<file path="config.mk">
export PLATFORM = sky130hd
export DESIGN_NAME = serial_tx_line
export DESIGN_NICKNAME = d
export VERILOG_FILES = /design/src/rtl/sertx_pkg.sv /design/src/rtl/sertx_holding.sv /design/src/rtl/sertx_shifter.sv /design/src/rtl/sertx_line_drive.sv /design/src/rtl/serial_tx_line.sv
export SDC_FILE = /design/constraint.sdc
export NUM_CORES = 1
export LEC_CHECK = 0
export BUFFER_PORTS_ARGS = -buffer_cell sky130_fd_sc_hd__buf_4
export CAP_MARGIN = 20
export CORE_MARGIN = 3
export CORE_UTILIZATION = 43
export CTS_BUF_LIST = sky130_fd_sc_hd__clkbuf_4 sky130_fd_sc_hd__clkbuf_8
export DETAILED_ROUTE_END_ITERATION = 10
export GPL_ROUTABILITY_DRIVEN = 0
export GPL_TIMING_DRIVEN = 1
export SLEW_MARGIN = 20
export SYNTH_ARGS = -nofsm -noshare
export SYNTH_HDL_FRONTEND = slang
export SYNTH_SLANG_ARGS = --single-unit
</file>
<file path="constraint.sdc">
create_clock -name clk -period 5.51 [get_ports clk]
set_input_delay 0.2755 -clock clk [delete_from_list [all_inputs] [get_ports clk]]
set_output_delay 0.2755 -clock clk [all_outputs]
set_load 0.01 [all_outputs]
</file>
<file path="src/rtl/sertx_pkg.sv">
package sertx_pkg;

    localparam int unsigned MAX_BITS = 8;
    localparam int unsigned MIN_BITS = 5;

    typedef struct packed {
        logic [1:0] wlen;
        logic       two_stop;
        logic       par_en;
        logic       par_even;
        logic       par_stick;
    } line_ctl_t;

    typedef enum logic [2:0] {
        PH_IDLE,
        PH_START,
        PH_DATA,
        PH_PAR,
        PH_STOP
    } phase_t;

    // Parity bit for a character under the given line settings.
    function automatic logic parity_bit(logic [MAX_BITS-1:0] d, line_ctl_t c);
        logic [MAX_BITS-1:0] mask;
        logic ones_odd;
        mask     = {MAX_BITS{1'b1}} >> (2'd3 - c.wlen);
        ones_odd = ^(d & mask);
        if (c.par_stick)
            return ~c.par_even;
        return c.par_even ? ones_odd : ~ones_odd;
    endfunction

    // Length of the stop period in baud strobes.
    function automatic int unsigned stop_ticks(line_ctl_t c, int unsigned tpb);
        if (!c.two_stop)
            return tpb;
        if (c.wlen == 2'd0)
            return tpb + tpb / 2;
        return 2 * tpb;
    endfunction

endpackage

</file>
<file path="src/rtl/sertx_holding.sv">
module sertx_holding
    import sertx_pkg::*;
(
    input  logic                clk,
    input  logic                rst,
    input  logic                wr_en,
    input  logic [MAX_BITS-1:0] wr_data,
    input  logic                take,
    output logic [MAX_BITS-1:0] hold_data,
    output logic                hold_full
);

    always_ff @(posedge clk) begin
        if (rst) begin
            hold_full <= 1'b0;
            hold_data <= '0;
        end else if (wr_en) begin
            hold_full <= 1'b1;
            hold_data <= wr_data;
        end else if (take) begin
            hold_full <= 1'b0;
        end
    end

endmodule

</file>
<file path="src/rtl/sertx_shifter.sv">
module sertx_shifter
    import sertx_pkg::*;
#(
    parameter int unsigned TICKS_PER_BIT = 16
) (
    input  logic                clk,
    input  logic                rst,
    input  logic                tick,
    input  logic                hold_full,
    input  logic [MAX_BITS-1:0] hold_data,
    input  line_ctl_t           ctl,
    output logic                take,
    output logic                line_raw,
    output logic                busy
);

    localparam int unsigned CNT_W = $clog2(2 * TICKS_PER_BIT);
    localparam int unsigned IDX_W = $clog2(MAX_BITS);

    phase_t              phase_q;
    logic [CNT_W-1:0]    cnt_q;
    logic [CNT_W-1:0]    cnt_last;
    logic [MAX_BITS-1:0] sr_q;
    logic [IDX_W-1:0]    idx_q;
    logic [IDX_W-1:0]    last_idx_q;
    logic [CNT_W-1:0]    stop_last_q;
    logic                par_en_q;
    logic                par_q;

    assign take     = (phase_q == PH_IDLE) && hold_full;
    assign busy     = (phase_q != PH_IDLE);
    assign cnt_last = (phase_q == PH_STOP) ? stop_last_q : CNT_W'(TICKS_PER_BIT - 1);

    always_comb begin
        case (phase_q)
            PH_START: line_raw = 1'b0;
            PH_DATA:  line_raw = sr_q[0];
            PH_PAR:   line_raw = par_q;
            default:  line_raw = 1'b1;
        endcase
    end

    always_ff @(posedge clk) begin
        if (rst) begin
            phase_q     <= PH_IDLE;
            cnt_q       <= '0;
            sr_q        <= '0;
            idx_q       <= '0;
            last_idx_q  <= '0;
            stop_last_q <= '0;
            par_en_q    <= 1'b0;
            par_q       <= 1'b0;
        end else if (take) begin
            phase_q     <= PH_START;
            cnt_q       <= '0;
            sr_q        <= hold_data;
            idx_q       <= '0;
            last_idx_q  <= IDX_W'(MIN_BITS - 1 + 32'(ctl.wlen));
            stop_last_q <= CNT_W'(stop_ticks(ctl, TICKS_PER_BIT) - 1);
            par_en_q    <= ctl.par_en;
            par_q       <= parity_bit(hold_data, ctl);
        end else if (busy && tick) begin
            if (cnt_q == cnt_last) begin
                cnt_q <= '0;
                case (phase_q)
                    PH_START: phase_q <= PH_DATA;
                    PH_DATA: begin
                        if (idx_q == last_idx_q) begin
                            phase_q <= par_en_q ? PH_PAR : PH_STOP;
                        end else begin
                            sr_q  <= sr_q >> 1;
                            idx_q <= idx_q + 1'b1;
                        end
                    end
                    PH_PAR:  phase_q <= PH_STOP;
                    default: phase_q <= PH_IDLE;
                endcase
            end else begin
                cnt_q <= cnt_q + 1'b1;
            end
        end
    end

endmodule

</file>
<file path="src/rtl/sertx_line_drive.sv">
module sertx_line_drive (
    input  logic line_raw,
    input  logic brk,
    output logic txd
);

    // Break acts at the pin only; the shifter below is untouched.
    assign txd = line_raw & ~brk;

endmodule

</file>
<file path="src/rtl/serial_tx_line.sv">
module serial_tx_line
    import sertx_pkg::*;
#(
    parameter int unsigned TICKS_PER_BIT = 16
) (
    input  logic       clk,
    input  logic       rst,
    input  logic       tick,
    input  logic [1:0] lc_wlen,
    input  logic       lc_two_stop,
    input  logic       lc_par_en,
    input  logic       lc_par_even,
    input  logic       lc_par_stick,
    input  logic       lc_break,
    input  logic       wr_en,
    input  logic [7:0] wr_data,
    output logic       txd,
    output logic       hold_empty,
    output logic       tx_empty
);

    line_ctl_t           ctl;
    logic                take;
    logic                hold_full;
    logic                busy;
    logic                line_raw;
    logic [MAX_BITS-1:0] hold_data;

    assign ctl = '{wlen: lc_wlen, two_stop: lc_two_stop, par_en: lc_par_en,
                   par_even: lc_par_even, par_stick: lc_par_stick};

    sertx_holding u_hold (
        .clk       (clk),
        .rst       (rst),
        .wr_en     (wr_en),
        .wr_data   (wr_data),
        .take      (take),
        .hold_data (hold_data),
        .hold_full (hold_full)
    );

    sertx_shifter #(.TICKS_PER_BIT(TICKS_PER_BIT)) u_shift (
        .clk       (clk),
        .rst       (rst),
        .tick      (tick),
        .hold_full (hold_full),
        .hold_data (hold_data),
        .ctl       (ctl),
        .take      (take),
        .line_raw  (line_raw),
        .busy      (busy)
    );

    sertx_line_drive u_drive (
        .line_raw (line_raw),
        .brk      (lc_break),
        .txd      (txd)
    );

    assign hold_empty = ~hold_full;
    assign tx_empty   = ~hold_full & ~busy;

endmodule

</file>
---- Yosys cells after proc, flatten, opt, wreduce, memory -nomap -nowiden ----
Index checks and enable logic that the tools add are counted.
word-level totals
  register bits ........................... 38
  latch bits .............................. 0
  memory bits (writable) .................. 0
  ROM bits ................................ 0
  bits of input ports ..................... 19
  output and inout bits ................... 3
  word-level logic and storage cells ...... 85
  memories ................................ 0
cells by class
  add/subtract/negate cells ............... 5
  multipliers ............................. 0
  divide/modulo/power cells ............... 0
  magnitude comparators ................... 0
  equality and inequality tests ........... 9
  shifts and indexed selects .............. 1
  muxes and demuxes ....................... 35
  bitwise gates (word level) .............. 9
  reduce and logical (&&, ||, !) cells .... 15
operators by type and width
  operator                                           count
  two-way mux 5 bit                                  8
  two-way mux 8 bit                                  5
  two-way mux 1 bit                                  18
  one-hot mux 3 bit (3 select lines)                 1
  AND 8 bit                                          1
  AND reduction 4 bit                                2
  nonzero test 2 bit                                 4
  parity 8 bit                                       1
  >> shifter 8 x 2 -> 8 bit (first input constant)   1
  == test 3 x 2 -> 1 bit (second input constant)     2
  two-way mux 3 bit                                  2
  NOT 1 bit                                          6
  AND reduction 3 bit                                2
  adder 5 x 1 -> 5 bit (second input constant)       1
  == test 5 bit                                      1
  subtractor 5 x 1 -> 5 bit (second input constant)  1
  adder 3 x 1 -> 3 bit (second input constant)       1
  adder 3 x 2 -> 3 bit (first input constant)        1
  == test 3 x 1 -> 1 bit (second input constant)     1
  == test 3 bit                                      1
  == test 3 bit (second input constant)              1
  zero test 3 bit                                    1
  != test 3 x 2 -> 1 bit (second input constant)     1
  one-hot mux 1 bit (3 select lines)                 1
  8 further kinds                                    10

---- Longest topological paths before layout ----
Gate-level depths: netlist of run 1.
  depth in word-level cells ............... 12
  depth in mapped cells ................... 7
  mapped depth without buffers ............ 5

---- By module ----
From an unflattened synthesis of run 1, not the netlist that was laid out.
unflattened totals
  cells, all modules ...................... 212
  area, all modules ....................... 1813.0 µm²
modules (own cells, without submodules)
  module            times used  cells each  area each (µm²)
  sertx_shifter     1           179         1470.2
  sertx_holding     1           30          321.6
  sertx_line_drive  1           1           13.8
  serial_tx_line    1           2           7.5

---- Least setup slack after synthesis of run 1 ----
Ideal clock, no wire load.
  path kind ............................... register -> register
  from .................................... reg u_shift.phase_q[1]
  to ...................................... reg u_shift.phase_q[2]
  arrival ................................. 1.975 ns
  required time ........................... 5.440 ns
  path slack .............................. 3.465 ns
  stages on the path, launching flop included .. 7
  path buffers ............................ 1
  cell sequence ........................... dfxtp_1 clkbuf_8 nor4b_1 mux2i_1 o2111ai_4 or4_1 a21oi_1
on the way
  cells in the longest elaborated chain, start to end .. 4
  elaborated cells on any way between the ends .. 14
  those cells by class .................... eq/ne (6); mux (2); reduce/logical (6)
ends and longest elaborated chain
  element                        line                 source
  start, declared                sertx_shifter.sv:20  phase_t phase_q;
  start signal, assigned         sertx_shifter.sv:69  phase_q <= par_en_q ? PH_PAR : PH_STOP;
  == test 3 bit                  sertx_shifter.sv:32  assign cnt_last = (phase_q == PH_STOP) ? stop_last_q : CNT_W'(TICKS_PER_BIT - 1);
  two-way mux 5 bit              sertx_shifter.sv:32
  == test 5 bit                  sertx_shifter.sv:63  if (cnt_q == cnt_last) begin
  AND reduction 3 bit (no line)  n/a
Several ways; a longest one is shown, not always the timed one.
A chain may end at the register's enable or synchronous reset.

---- Worst setup path in the final report of run 1 ----
  from .................................... reg u_shift.phase_q[2]
  to ...................................... reg u_shift.sr_q[4]
on the way
  cells in the longest elaborated chain, start to end .. 5
  elaborated cells on any way between the ends .. 14
  those cells by class .................... eq/ne (4); mux (2); reduce/logical (8)
ends and longest elaborated chain
  element                        line                 source
  == test 3 bit                  sertx_shifter.sv:32
  two-way mux 5 bit              sertx_shifter.sv:32
  == test 5 bit                  sertx_shifter.sv:63
  nonzero test 2 bit (no line)   n/a
  AND reduction 4 bit (no line)  n/a
  end signal, assigned           sertx_shifter.sv:56  sr_q <= hold_data;
  end signal, assigned           sertx_shifter.sv:71  sr_q <= sr_q >> 1;
  end, declared                  sertx_shifter.sv:23  logic [MAX_BITS-1:0] sr_q;
Several ways; a longest one is shown, not always the timed one.

==> results of run 1 <==
-- layer usage --
| metal | global-route usage | wire length [um] | vias up |
|---|---|---|---|
| met1 | 0.202 | 1740 | 727 |
| met5 | 0 | 0 | - |
| met4 | 0.0585 | 57 | 0 |
| met3 | 0.0575 | 196 | 8 |
| met2 | 0.289 | 2000 | 32 |
| li1 | - | - | 776 |
-- metrics by stage --
step	utilization	power (mW)	worst slack, ns	cells	instance area (sq um)
after floorplan	-	0.331	3.46	212	1830
after global placement	0.485	0.353	3.35	269	1970
after detailed placement	0.485	0.355	3.21	269	1970
after CTS	0.504	0.530	3.19	275	2040
after global routing	0.507	0.550	2.90	276	2060
final	0.507	0.523	3.15	276	2060
-- registers in the layout (all words and copies together) (netlist names) --
name	flops
u_shift.par_en_q	1
u_shift.last_idx_q	2
u_hold.hold_data	8
u_hold.hold_full	1
u_shift.phase_q	3
u_shift.idx_q	3
u_shift.par_q	1
u_shift.sr_q	8
u_shift.cnt_q	5
u_shift.stop_last_q	3
-- worst register-to-register path: stages (launching register included) --
cell                        delay (ns)
sky130_fd_sc_hd__dfxtp_1          0.53
sky130_fd_sc_hd__nor4b_1          0.37
sky130_fd_sc_hd__mux2i_1          0.38
sky130_fd_sc_hd__o2111ai_4        0.25
sky130_fd_sc_hd__o21ai_1          0.51
sky130_fd_sc_hd__a311oi_1         0.17
-- cell usage after synthesis, types with 2 or more instances --
library cell	number
sky130_fd_sc_hd__xor2_1	8
sky130_fd_sc_hd__inv_1	3
sky130_fd_sc_hd__nand4_1	4
sky130_fd_sc_hd__a211oi_1	8
sky130_fd_sc_hd__nor3b_1	2
sky130_fd_sc_hd__nor2_1	27
sky130_fd_sc_hd__mux2i_1	10
sky130_fd_sc_hd__xnor2_1	4
sky130_fd_sc_hd__o21ai_0	5
sky130_fd_sc_hd__a31oi_1	2
sky130_fd_sc_hd__or4_1	2
sky130_fd_sc_hd__nand3_1	4
sky130_fd_sc_hd__nand3b_1	4
sky130_fd_sc_hd__nand2_1	31
sky130_fd_sc_hd__dfxtp_1	35
sky130_fd_sc_hd__or3_2	2
sky130_fd_sc_hd__a311oi_1	7
sky130_fd_sc_hd__a21oi_1	14
sky130_fd_sc_hd__clkbuf_8	3
sky130_fd_sc_hd__or3_1	2
sky130_fd_sc_hd__or2_2	3
sky130_fd_sc_hd__ha_1	2
sky130_fd_sc_hd__nand2b_1	3
sky130_fd_sc_hd__clkbuf_1	9
-- power breakdown --
part           internal [mW]  switching (mW)  leakage (nW)  total [mW]
logic                 0.0368          0.0369         0.464      0.0737
clock network         0.0890          0.0834        0.0406       0.172
registers              0.265          0.0114         0.286       0.277
-- cell families (layout without fill, tap and decap cells) --
family / Yosys count / in the layout / share of synthesized area
AOI/OAI and AO/OA: 44 / 44 / 0.176
xor gates and xnor gates: 13 / 13 / 0.0697
adders and majority gates: 2 / 2 / 0.0137
buffers and inverters: 17 / 31 / 0.0560
DFF: 35 / 35 / 0.383
muxes: 10 / 10 / 0.0547
and+or+nand+nor: 91 / 91 / 0.247
-- area by class of cell --
type,instances,area [sq um],area share
multi-input combinational,160,1040,0.503
sequential,35,701,0.340
timing repair buffer,22,171,0.0833
clock buffer,6,76.3,0.0371
tap,50,62.6,0.0304
inverter,3,11.3,0.00547
-- worst min path at each step --
stage                             end  slack [ns]  cells past startpoint
2_1_floorplan  u_shift.stop_last_q[3]        0.38                      1
3_3_place_gp    u_shift.last_idx_q[1]        0.46                      2
3_5_place_dp    u_shift.last_idx_q[0]        0.47                      2
4_1_cts        u_shift.stop_last_q[3]        0.19                      2
5_1_grt        u_shift.stop_last_q[3]        0.20                      2
6_report       u_shift.stop_last_q[3]        0.19                      2
==> results.tsv, run 1 <==
metric	value	unit
clock_tree.root_cell	sky130_fd_sc_hd__clkbuf_8	
mostFrequentLayoutCells	sky130_fd_sc_hd__dfxtp_1, sky130_fd_sc_hd__nand2_1, sky130_fd_sc_hd__nor2_1	
cp.depth	5	
synth_fp_nets	233	
unrepaired_setup_endpoints_after_global_routing	false	
layout.cells.most_common	sky130_fd_sc_hd__dfxtp_1	
detailroute.via_count	1543	
cp_cell_sequence	nor4b_1 -> mux2i_1 -> o2111ai_4 -> o21ai_1 -> a311oi_1	
critical_path.n_buffers_inverters	0	
clkSinkCount	35	
number_of_flip_flops_and_latches_in_the_synthesized_netlist	35	
number_of_cell_rows	23	
global_route.usage.total	0.171	
synth_ff_type	sky130_fd_sc_hd__dfxtp_1	
drtPass1Iterations	4	
crit-reg2reg-launch	u_shift.phase_q[2]	
setup_viol	0	
initial_core_util	0.451	
grt_pass1_vias	1556	
power_per_cell_area	254	nW/um^2
startpoint_kind_of_the_worst_setup_timing_path	flip-flop	
cts_buffer_depth	2	
path_delay_family	compound AO/OA/AOI/OAI gates	
path_class	flip-flop to flip-flop	
detail_route.wl_per_cell	14.5	um
synth_cell_types	42	
post_synth_edffs	0	
layout.nets	248	
inserted_diodes	0	
cp_max_fo	10	
critical-path-max-stage-delay	0.53	ns
synth.top_cell.area_share	0.383	
timing.slew.headroom	0.509	
timing.critical_path.to_type	flip-flop	
die_area	5080	sq um
worstHoldStart	lc_two_stop	
route.detailed.drc	0	
routed_wirelength	3.99	mm
maxSlewViolCount	0	
timing.critical_path.from	u_shift.phase_q[2]	
async_flop_share	0	
cts_buffers	5	
ir_drop	0.152	mV
worst_setup_path_endpoint	u_shift.sr_q[4]	
timing.final.crit_period	2.36	ns
antenna_found_initial	0	
postCtsHoldBufs	0	
clock_tree.htree_level_count	2	
finalHoldViolCount	0	
grt_first_pass_wirelength	6.90	mm
die_height	71.2	um
cts.reportedPaths.clkPinSlew	0.07	ns
r2r_depth	5	
total_neg_setup_slack	0	ns
core	4060	sq um
post_route_clock_skew	0.00407	ns
grt_max_degree	30	
synth_area_leader_cell	sky130_fd_sc_hd__dfxtp_1	
cts_tree	built	
crit_path_top_delay_cell	sky130_fd_sc_hd__dfxtp_1	
drtIter0Drc	84	
avgViaCountPerCell	5.59	
worst_pin_slew	0.734	ns
hold-worst-slack	0.195	ns
grt_overflow_total	0	
postCtsSetupRepairBufs	0	
fillers	397	
worstPathArrival	2.49	ns
synth.cell_area	1830	sq um
clk-insertion-delay-late	0.28	ns
reg2reg_setup_slack	3.15	ns
power.leakage	0.791	nW
antenna_left	0	
synth_sequential_area_ratio	0.383	
die_w	71.2	um
holdCritPathClass	input port to flip-flop	
place.port_buffers	21	
layout-area-overhead-vs-synth	12.4	%
cp_data_required_time	5.64	ns
maxCapViolations	0	
final_clock_period_utilization_by_the_worst_path	0.428	
post_route_cells_drive_above_1_share	0.173	
post-dp-hpwl	2.94	mm
cts.repair.resized	0	
postSynthAreaPerCell	8.63	sq um
leading_post_synthesis_cells_by_cell_area	sky130_fd_sc_hd__dfxtp_1, sky130_fd_sc_hd__nand2_1, sky130_fd_sc_hd__nor2_1	
io-pin-count	22	
maximum_clock_frequency	424	MHz
status	finished clean	
synthesis.yosys.warnings	0	
post_synth_inst_count	212	
critical_path.reg2reg.endpoint	u_shift.sr_q[4]	
(Power assumes the default switching activity.)
==> inputs of run 2 (changes only) <==
--- a/config.mk
+++ b/config.mk
@@ -5,6 +5,7 @@
 export SDC_FILE = /design/constraint.sdc
 export NUM_CORES = 1
 export LEC_CHECK = 0
+export ABC_AREA = 1
 export BUFFER_PORTS_ARGS = -buffer_cell sky130_fd_sc_hd__buf_4
 export CAP_MARGIN = 20
 export CORE_MARGIN = 3
==> constraint.sdc (replaced) <==
create_clock -name clk -period 2.33 [get_ports clk]
set_input_delay 0.1165 -clock clk [delete_from_list [all_inputs] [get_ports clk]]
set_output_delay 0.1165 -clock clk [all_outputs]
set_load 0.01 [all_outputs]
==> run 2 against run 1 <==
Against the previous run:
- sequential share of layout area down 0.31 points
- count of clock-buffer cells in the layout grew 1
- area after synthesis is 1.4% lower
- die area fell by 1.2%
- final area grew 0.91%
- clock skew grew 0.0025 ns
- register-to-register slack lost 2.4 ns
- first-iteration DRC count fell by 21%
- worst setup slack got worse by 2.4 ns
- worst hold slack lost 0.14 ns
- clock power rose to 2.5 times the previous value
- critical path type unchanged
==> results.tsv, run 2 <==
metric	value	unit	change
grt_pass1_vias	1428		-8.2%
initial_core_util	0.469		+0.0174
die_height	70.8	um	-0.62%
fillers	401		+1.0%
postCtsHoldBufs	0		unchanged
detail_route.wl_per_cell	11.8	um	-19%
inserted_diodes	0		unchanged
route.detailed.drc	0		unchanged
adder_cell_area_share_of_the_yosys_netlist	0.0139		+0.000189
post-dp-hpwl	2.90	mm	-1.3%
post_route_clock_skew	0.00655	ns	+0.00248 ns
holdCritPathClass	input port to flip-flop		
synth_area_leader_cell	sky130_fd_sc_hd__dfxtp_1		
grt_first_pass_wirelength	6.55	mm	-5.1%
met2_layer_wire_length_in_the_routed_design	1.61	mm	-20%
yosys.area_share.simple	0.292		+0.0450
synth_compound_area_frac	0.164		-0.0114
post_synth_edffs	0		unchanged
unrepaired_setup_endpoints_after_global_routing	false		
worst_pin_slew	0.421	ns	-0.312 ns
path_class	flip-flop to flip-flop		
synthesis.yosys.warnings	0		unchanged
power_per_cell_area	602	nW/um^2	+140%
post_synth_inst_count	256		+21%
timing.slew.headroom	0.719		+0.210
final_clock_period_utilization_by_the_worst_path	0.693		+0.265
layout.cells.most_common	sky130_fd_sc_hd__nand2_1		
leading_post_synthesis_cells_by_cell_area	sky130_fd_sc_hd__dfxtp_1, sky130_fd_sc_hd__nand2_1, sky130_fd_sc_hd__a21oi_1		
finalHoldViolCount	0		unchanged
maxCapViolations	0		unchanged
io-pin-count	22		unchanged
p_int	0.927	mW	+140%
number_of_cell_rows	22		-4.3%
synth_ff_type	sky130_fd_sc_hd__dfxtp_1		
synth_top_family_by_area	simple AND/OR/NAND/NOR gates		
layout-area-overhead-vs-synth	15.0	%	
grt_overflow_total	0		unchanged
cts_buffers	5		unchanged
timing.hold.worst_path_depth	3		+1
status	finished clean		
route.met3.wl	154	um	-21%
maximum_clock_frequency	619	MHz	+46%
detailroute.via_count	1578		+2.3%
clock_power_share	0.349		+0.019
cts.repair.resized	0		unchanged
timing.final.crit_period	1.62	ns	-0.746 ns
synth_fp_nets	277		+19%
postSynthAreaPerCell	7.05	sq um	-18%
power.share.combinational	0.137		-0.004
postCtsSetupRepairBufs	0		unchanged
mostFrequentLayoutCells	sky130_fd_sc_hd__nand2_1, sky130_fd_sc_hd__dfxtp_1, sky130_fd_sc_hd__inv_1		
synth.area.mux_share	0		-0.0547
drtPass1Iterations	4		unchanged
post_synth_xor_area_fraction	0.0437		-0.0261
seqPwrFrac	0.515		-0.014
drtIter0Drc	66		-21%
synth.top_cells.by_count	sky130_fd_sc_hd__nand2_1, sky130_fd_sc_hd__dfxtp_1, sky130_fd_sc_hd__inv_1		
clock_tree.htree_level_count	2		unchanged
maxSlewViolCount	0		unchanged
avgViaCountPerCell	4.83		-14%
setup_viol	0		unchanged
route.layer.met1.wl	2.04	mm	+17%
antenna_left	0		unchanged
most_repeated_cell_in_the_gate_level_netlist_after_synthesis	sky130_fd_sc_hd__nand2_1		
routed_wirelength	3.86	mm	-3.5%
ir_drop	0.390	mV	+160%
clk-insertion-delay-late	0.28	ns	about the same
total_neg_setup_slack	0	ns	unchanged
synth.top_cell.area_share	0.388		+0.00531
cp_data_required_time	2.55	ns	-3.09 ns
top_flop_regs	u_hold.hold_data: 8 flops, u_shift.sr_q: 8 flops, u_shift.cnt_q: 5 flops		
place.port_buffers	21		unchanged
synth_cell_types	32		-24%
cts_tree	built		
startpoint_kind_of_the_worst_setup_timing_path	flip-flop		
place_worst_setup_slack	0.722	ns	-2.48 ns
routed.top_layer	met4		
cp_max_fo	13		+3
cts_buffer_depth	2		unchanged
power.leakage	0.924	nW	+17%
core	3850	sq um	-5.0%
r2r_depth	10		+5
synth.cell_area	1810	sq um	-1.4%
grt_max_degree	31		+3.3%
global_route.usage.total	0.163		-0.00759
setup_slack	0.715	ns	-2.43 ns
die_w	70.8	um	-0.62%
cts.reportedPaths.clkPinSlew	0.07	ns	about the same
layout.nets	299		+21%
synth_sequential_area_ratio	0.388		+0.00531
number_of_flip_flops_and_latches_in_the_synthesized_netlist	35		unchanged
post_route_cells_drive_above_1_share	0.154		-0.0184
async_flop_share	0		unchanged
clock_tree.root_cell	sky130_fd_sc_hd__clkbuf_8		
net-switching-power	0.325	mW	+150%
worstPathArrival	1.83	ns	-0.66 ns
antenna_found_initial	0		unchanged
die_area	5010	sq um	-1.2%
timing.critical_path.to_type	flip-flop		
clkSinkCount	35		unchanged
switching_share	0.259		+0.00748
## run 2: cell count changes in the layout (fill, tap and decap cells not counted), moves of 10 or more
cell / previous run / this run
sky130_fd_sc_hd__inv_1: 3 / 33
sky130_fd_sc_hd__nand2_1: 31 / 57
sky130_fd_sc_hd__mux2i_1: 10 / 0
sky130_fd_sc_hd__a21oi_1: 14 / 25
sky130_fd_sc_hd__nand3_1: 4 / 17
sky130_fd_sc_hd__o21ai_0: 5 / 22
## run 2: power groups by stage
stage / clock (mW) / combinational (mW) / sequential (mW)
4_1_cts: 0.458 / 0.173 / 0.643
6_report: 0.437 / 0.171 / 0.644
3_3_place_gp: 0 / 0.172 / 0.657
2_1_floorplan: 0 / 0.118 / 0.651
3_5_place_dp: 0 / 0.172 / 0.657
5_1_grt: 0.481 / 0.198 / 0.647
## run 2: logic make-up after synthesis
group / count (synthesis)
AO/OA/AOI/OAI: 54
XOR/XNOR: 9
adder cells (fa/ha/maj): 2
buffers and inverters: 42
flip-flops: 35
AND/OR/NAND/NOR: 114
## run 2: final cells by class
class / instances / area, sq um / share of cell area
clock buffers: 7 / 83.8 / 0.0404
clock inverters: 1 / 5.00 / 0.00241
inverters: 35 / 134 / 0.0645
multi-input cells: 179 / 928 / 0.447
flip-flops and latches: 35 / 701 / 0.337
well taps: 48 / 60.1 / 0.0289
repair buffers: 22 / 165 / 0.0795
## run 2: worst paths after layout
check,from,end,slack [ns]
worst max-delay path,u_shift.phase_q[0],u_shift.sr_q[2],0.71
worst min-delay path,wr_data[7],u_hold.hold_data[7],0.06
worst max register to register,u_shift.phase_q[0],u_shift.sr_q[2],0.71
worst min register to register,u_shift.sr_q[5],u_shift.sr_q[5],0.48
## run 2: layer usage
layer,vias to the layer above,global-route usage
met5,-,0
met4,0,0.0501
met3,6,0.0355
met2,25,0.236
met1,682,0.241
li1,865,-
## run 2: critical path, stage by stage (launching register included)
cell and delay [ns]:
sky130_fd_sc_hd__dfxtp_1 0.46, sky130_fd_sc_hd__nor2_4 0.09, sky130_fd_sc_hd__nand2_4 0.11, sky130_fd_sc_hd__nand2_4 0.07, sky130_fd_sc_hd__inv_4 0.08, sky130_fd_sc_hd__nand2_2 0.06
sky130_fd_sc_hd__a21oi_4 0.16, sky130_fd_sc_hd__nand3_4 0.20, sky130_fd_sc_hd__nand2_4 0.16, sky130_fd_sc_hd__nand2_1 0.06, sky130_fd_sc_hd__a21oi_1 0.12
## run 2: metrics by stage
step | instance area [sq um] | hold slack [ns] | total power [mW] | cells | util
after floorplan | 1810 | 0.186 | 0.770 | 256 | -
after global placement | 1990 | 0.342 | 0.829 | 319 | 0.516
after detailed placement | 1990 | 0.345 | 0.829 | 319 | 0.516
after CTS | 2080 | 0.0489 | 1.27 | 327 | 0.539
after global routing | 2080 | 0.0678 | 1.33 | 327 | 0.539
final | 2080 | 0.0555 | 1.25 | 327 | 0.539
